File: config.mk
export PLATFORM = sky130hd
export DESIGN_NAME = bridge_ctl_regfile
export DESIGN_NICKNAME = d
export VERILOG_FILES = /design/src/rtl/bcr_pkg.sv /design/src/rtl/bcr_store.sv /design/src/rtl/bcr_ien.sv /design/src/rtl/bcr_swreset.sv /design/src/rtl/bridge_ctl_regfile.sv
export SDC_FILE = /design/constraint.sdc
export NUM_CORES = 2
export LEC_CHECK = 0
export BUFFER_PORTS_ARGS = -buffer_cell sky130_fd_sc_hd__buf_2
export CAP_MARGIN = 10
export CELL_PAD_IN_SITES_DETAIL_PLACEMENT = 1
export CELL_PAD_IN_SITES_GLOBAL_PLACEMENT = 2
export CORE_MARGIN = 2
export CORE_UTILIZATION = 34
export CTS_CLUSTER_SIZE = 8
export DETAILED_ROUTE_END_ITERATION = 12
export PLACE_DENSITY_LB_ADDON = 0.25
export SLEW_MARGIN = 20
export SYNTH_ARGS = -nofsm -noshare
export SYNTH_HDL_FRONTEND = slang
export SYNTH_SLANG_ARGS = --single-unit
File: constraint.sdc
create_clock -name clk -period 1.7 [get_ports clk]
set_input_delay 0.085 -clock clk [delete_from_list [all_inputs] [get_ports clk]]
set_output_delay 0.085 -clock clk [all_outputs]
set_load 0.05 [all_outputs]
File: src/rtl/bcr_pkg.sv
// Shared constants of the bridge control register file: word count,
// special word indices and the reset image. Assumes 32-bit words.
package bcr_pkg;
    localparam int NUM_WORDS   = 28;
    localparam int IDX_GENCFG  = 1;
    localparam int IDX_EDGE    = 9;
    localparam int IDX_POL     = 11;
    localparam int IDX_IEN_SET = 12;
    localparam int IDX_IEN_CLR = 13;
    localparam int IDX_IEN     = 14;
    localparam int IDX_ISR     = 15;
    localparam int SWRST_BIT   = 2;

    // Reset image of one word, by index.
    function automatic logic [31:0] reset_word(input int idx);
        case (idx)
            0:       return 32'h0000_0C40;
            1:       return 32'h0000_1384;
            2:       return 32'h2BFF_8010;
            3:       return 32'h255E_0091;
            4:       return 32'h0000_6140;
            7:       return 32'h0000_01FF;
            8:       return 32'h0000_01FF;
            26:      return 32'h0000_0008;
            27:      return 32'h1000_0000;
            default: return 32'h0000_0000;
        endcase
    endfunction
endpackage

File: src/rtl/bcr_store.sv
// Plain storage words of the register file. One flop word per index,
// except the enable and status words, which are held elsewhere and read
// as zero here. Assumes addr has been range-qualified by the caller.
module bcr_store
    import bcr_pkg::*;
#(
    parameter int DW = 32,
    parameter int AW = 5
) (
    input  logic          clk,
    input  logic          rst_n,
    input  logic          wr_en,
    input  logic [AW-1:0] addr,
    input  logic [DW-1:0] wdata,
    output logic [DW-1:0] words [NUM_WORDS]
);
    for (genvar i = 0; i < NUM_WORDS; i++) begin : g_word
        if (i == IDX_IEN || i == IDX_ISR) begin : g_none
            assign words[i] = '0;
        end else begin : g_flop
            logic [DW-1:0] q;
            // Load the reset image, or take a full-word write to this index.
            always_ff @(posedge clk) begin
                if (!rst_n)
                    q <= DW'(reset_word(i));
                else if (wr_en && addr == AW'(i))
                    q <= wdata;
            end
            assign words[i] = q;
        end
    end
endmodule

File: src/rtl/bcr_ien.sv
// Interrupt-enable word. Changed only by the set and clear aliases, never
// by a direct write. Assumes at most one strobe per cycle.
module bcr_ien #(
    parameter int DW = 32
) (
    input  logic          clk,
    input  logic          rst_n,
    input  logic          set_stb,
    input  logic          clr_stb,
    input  logic [DW-1:0] wdata,
    output logic [DW-1:0] ien
);
    // OR in set bits, or mask out clear bits.
    always_ff @(posedge clk) begin
        if (!rst_n)
            ien <= '0;
        else if (set_stb)
            ien <= ien | wdata;
        else if (clr_stb)
            ien <= ien & ~wdata;
    end
endmodule

File: src/rtl/bcr_swreset.sv
// Soft-reset request generator. Sends a one-cycle pulse when a write to
// the general-config word raises the soft-reset bit. Assumes cur_bit is
// the stored bit from before the write.
module bcr_swreset (
    input  logic clk,
    input  logic rst_n,
    input  logic cfg_wr,
    input  logic new_bit,
    input  logic cur_bit,
    output logic rst_req
);
    // Register the 0-to-1 detection, so the output is a single-cycle pulse.
    always_ff @(posedge clk) begin
        if (!rst_n)
            rst_req <= 1'b0;
        else
            rst_req <= cfg_wr && new_bit && !cur_bit;
    end
endmodule

File: src/rtl/bridge_ctl_regfile.sv
// Bridge control register file top. Decodes the word bus, holds the
// registered read port and exports the interrupt vectors. Assumes full
// 32-bit accesses and at most one of wr_en/rd_en per address per cycle
// (a simultaneous read sees the pre-write value).
module bridge_ctl_regfile
    import bcr_pkg::*;
#(
    parameter int DW = 32,
    parameter int AW = 5
) (
    input  logic          clk,
    input  logic          rst_n,
    input  logic          wr_en,
    input  logic          rd_en,
    input  logic [AW-1:0] addr,
    input  logic [DW-1:0] wdata,
    output logic [DW-1:0] rdata,
    output logic          rst_req,
    output logic [DW-1:0] irq_enable,
    output logic [DW-1:0] irq_edge,
    output logic [DW-1:0] irq_polarity
);
    localparam logic [AW-1:0] LAST_IDX = AW'(NUM_WORDS - 1);

    logic          in_range;
    logic [DW-1:0] words [NUM_WORDS];
    logic [DW-1:0] ien;

    assign in_range = (addr <= LAST_IDX);

    bcr_store #(.DW(DW), .AW(AW)) u_store (
        .clk   (clk),
        .rst_n (rst_n),
        .wr_en (wr_en && in_range),
        .addr  (addr),
        .wdata (wdata),
        .words (words)
    );

    bcr_ien #(.DW(DW)) u_ien (
        .clk     (clk),
        .rst_n   (rst_n),
        .set_stb (wr_en && addr == AW'(IDX_IEN_SET)),
        .clr_stb (wr_en && addr == AW'(IDX_IEN_CLR)),
        .wdata   (wdata),
        .ien     (ien)
    );

    bcr_swreset u_swrst (
        .clk     (clk),
        .rst_n   (rst_n),
        .cfg_wr  (wr_en && addr == AW'(IDX_GENCFG)),
        .new_bit (wdata[SWRST_BIT]),
        .cur_bit (words[IDX_GENCFG][SWRST_BIT]),
        .rst_req (rst_req)
    );

    // Registered read port; undefined indices read zero.
    always_ff @(posedge clk) begin
        if (!rst_n)
            rdata <= '0;
        else if (rd_en) begin
            if (!in_range)
                rdata <= '0;
            else if (addr == AW'(IDX_IEN))
                rdata <= ien;
            else
                rdata <= words[addr];
        end
    end

    assign irq_enable   = ien;
    assign irq_edge     = words[IDX_EDGE];
    assign irq_polarity = words[IDX_POL];
endmodule

==> results.md <==
* Status: complete, no violations
* Top post-synthesis cells by area: dfxtp_1, nand2_1, a21oi_1
* Via density at 5.42
* Die height at 339 µm
* HP Class: input pin to flop
* Tightest Pin Transition at 0.754 ns
* Worst Hold End: u_store.g_word[10].g_flop.q[0]
* R2R depth at 6
* Reg clk slew, reported paths at 0.05 ns
* Clock sink count at 897
* Starting Density at 34.1%
* Flops & latches, synth at 897
* Hold WS at 0.0555 ns
* Worst hold stages at 6
* Syn Nets at 4736
* Final hold violations at 0
* Routed Antenna Nets at 0
* Area occupied by multi-input gates at 18400 µm²
* Post-synth top area cell: dfxtp_1
* WL final at 153 mm
* CTS tree: built
* Placed Area at 43300 µm²
* Total Routing Usage GR at 26.2%
* Pre-antenna DRT Iters at 5
* Worst path max stage delay at 0.57 ns
* DR vias at 35000
* Crit start category: flop
* Num ports at 170
* Worst EP required at 1.62 ns
* Static Leak at 0.0169 µW
* Number of synthesized flops with an enable pin at 0
* Fin area at 47300 µm²
* Crit path kind: flop to output pin
* Maxcap violations at 0
* Initial antenna violation count at 6
* PortBufs at 169
* Rows at 123
* Critical-path top delay cell: dfxtp_1
* Synth cell types at 39
* Max Buffers Root-to-Sink at 3
* Die ar. at 115000 µm²
* Layout cells sized above 1 at 17.1%
* Core footprint at 112000 µm²
* FF-to-FF End: rdata[19]
* DRC at 0
* Buf/Inv on CP at 1
* RSZ-0062 raised after global routing: no
* Synth Instances at 4695
* DPL Wire Length at 100 mm
* Max Clk Rate at 596 MHz
* Top FF cell, synth: dfxtp_1
* RR Startpoint: u_store.g_word[11].g_flop.q[19]
* # nets final at 4971
* Post-synth top area share at 47.0%
* Fill count at 13100
* Max-slew headroom at 49.7%
* WL/cell at 23.7 µm
* Critical Path Fanout Max at 2
* Synth-to-layout area growth at 23.7%
* Setup crit end kind: output pin
* Post-CTS Setup Repair Bufs at 0
* Slew Viols, Final at 0
* Yosys warns at 0
* Synth Area per Inst at 8.14 µm²
* Iteration-0 DRC Markers at 2317
* Sequential cell area at 18000 µm²
* Asr flop ratio synth at 0%
* Worst Skew at 0.0239 ns
* H-tree Lvls at 4
* Fin crit share at 98.7%
* P per Cell Area at 1030 nW/µm²
* First-pass GRT wire length at 231 mm
* Final setup viols at 0
* Number of global-route vias before repair at 35600
* Critical path's top delay family: flip-flops
* Die width at 339 µm
* Max rail drop VDD at 0.998 mV
* Hold Startpoint: addr[0]
* Tmin final at 1.68 ns
* RePlAce Congestion at 0.808
* Util after Layout at 42.2%
* Synthesized cell area at 38200 µm²
* Flop2flop setup slack at 0.06 ns
* CP Cell Sequence: buf_4
* Crit path DAT at 1.59 ns
* Total CTS buffers at 130
* Seq/Total Area, Yosys at 47.0%
* Largest net degree at the start of global routing at 92
* Clk_lat worst skew at 0.73 ns
* Gr ovfl total at 0
* Root buffer cell: clkbuf_16
-- per-layer routing --
layer | global-route usage [%] | wire (µm)
met5 | 0 | 34
met1 | 36.1 | 71000
met2 | 41.6 | 69500
met4 | 8.54 | 4440
met3 | 4.32 | 7740
-- through the flow --
step           power [µW]  worst slack, ns  setup TNS, ns  instances
2_1_floorplan       23700           0.0598              0       4695
3_3_place_gp        25400           -0.404         -88.91       6264
3_5_place_dp        25400           -0.419        -111.27       6264
4_1_cts             49100          0.00377              0       6449
5_1_grt             50200         0.000324              0       6449
6_report            48600           0.0225              0       6450
-- how the worst max path moves through the flow --
stage | endpoint | startpoint | depth (start not counted)
floorplan | rdata[21] | addr[1] | 7
CTS | rdata[11] | rdata[11] | 1
detailed placement | rdata[19] | addr[3] | 8
global placement | rdata[19] | addr[3] | 8
global route | irq_enable[17] | flop | 1
finish | rdata[16] | rdata[16] | 1
-- kinds of logic (layout without fill, tap and decap cells) --
logic type / count (synthesis) / in the layout / synth area share [%]
mux: 320 / 320 / 11.5
flops: 897 / 897 / 47.0
other cells: 0 / 1 / 0
simple gates: 1968 / 1968 / 20.9
buf+inv: 479 / 733 / 5.43
compound gates: 1031 / 1031 / 15.2
-- repair_timing --
action,in CTS,in global routing
hold buffers,34,0
setup endpoints to repair,9,12
pin swaps,0,3
resized for setup,9,17
hold endpoints to repair,772,0
-- sequential cells by signal, indices dropped and copies added, names as in the netlist, named ones only --
signal	count
u_store.g_word.g_flop.q	832
u_swrst.rst_req	1
rdata	32
-- cell type report --
class	instances	area share, %
timing repair buffer	580	11.6
inverter	2	0.0317
clock inverter	11	0.283
antenna	1	0.00529
clock buffer	140	7.16
multi-input combinational	3319	39.0
tap	1500	3.97
sequential	897	38.0
-- placed cells by master, fill, tap and decap left out, types with 2 or more instances in the layout --
master and n:
or3_1 2, clkbuf_16 134, o22a_1 62, nand2_1 1619
mux4_2 96, nor3_1 29, nor2_1 35, clkinv_8 5
a22o_1 62, dfxtp_1 897, buf_8 2, dlygate4sd3_1 34
o22ai_1 34, a21oi_1 807, a31oi_1 28, a22oi_1 33
nor3_4 5, nor2b_4 4, and3_1 4, clkbuf_1 5
nand3b_1 39, nand3_1 189, nand3_2 3, buf_12 114
inv_6 6, nor3_2 8, buf_2 158, nand2b_1 5
nor2_2 6, mux2i_1 213, mux2i_2 11, buf_4 272
nor3b_2 2, a31oi_2 3, nor3b_4 4, nor2_4 5
or3_4 2
-- where the power goes --
group | internal [µW] | leakage [µW] | switching [µW]
registers | 21300 | 0.00724 | 146
clock network | 14000 | 0.00173 | 9570
logic | 1310 | 0.00794 | 2410
total | 36500 | 0.0169 | 12100
-- cells in the mapped netlist, drive strengths merged (2+ instances only) --
| master | count |
|---|---|
| nor2b | 5 |
| nor2 | 46 |
| o22ai | 34 |
| a21oi | 807 |
| buf | 183 |
| nor3b | 6 |
| inv | 2 |
| nand2 | 1620 |
| mux4 | 96 |
| o22a | 62 |
| nor3 | 42 |
| a22oi | 33 |
| mux2i | 224 |
| or3 | 4 |
| nand3b | 39 |
| nand2b | 5 |
| a22o | 62 |
| a31oi | 31 |
| nand3 | 192 |
| clkbuf | 294 |
| and3 | 4 |
| dfxtp | 897 |
Note: power is estimated with default switching activity, not from simulation.
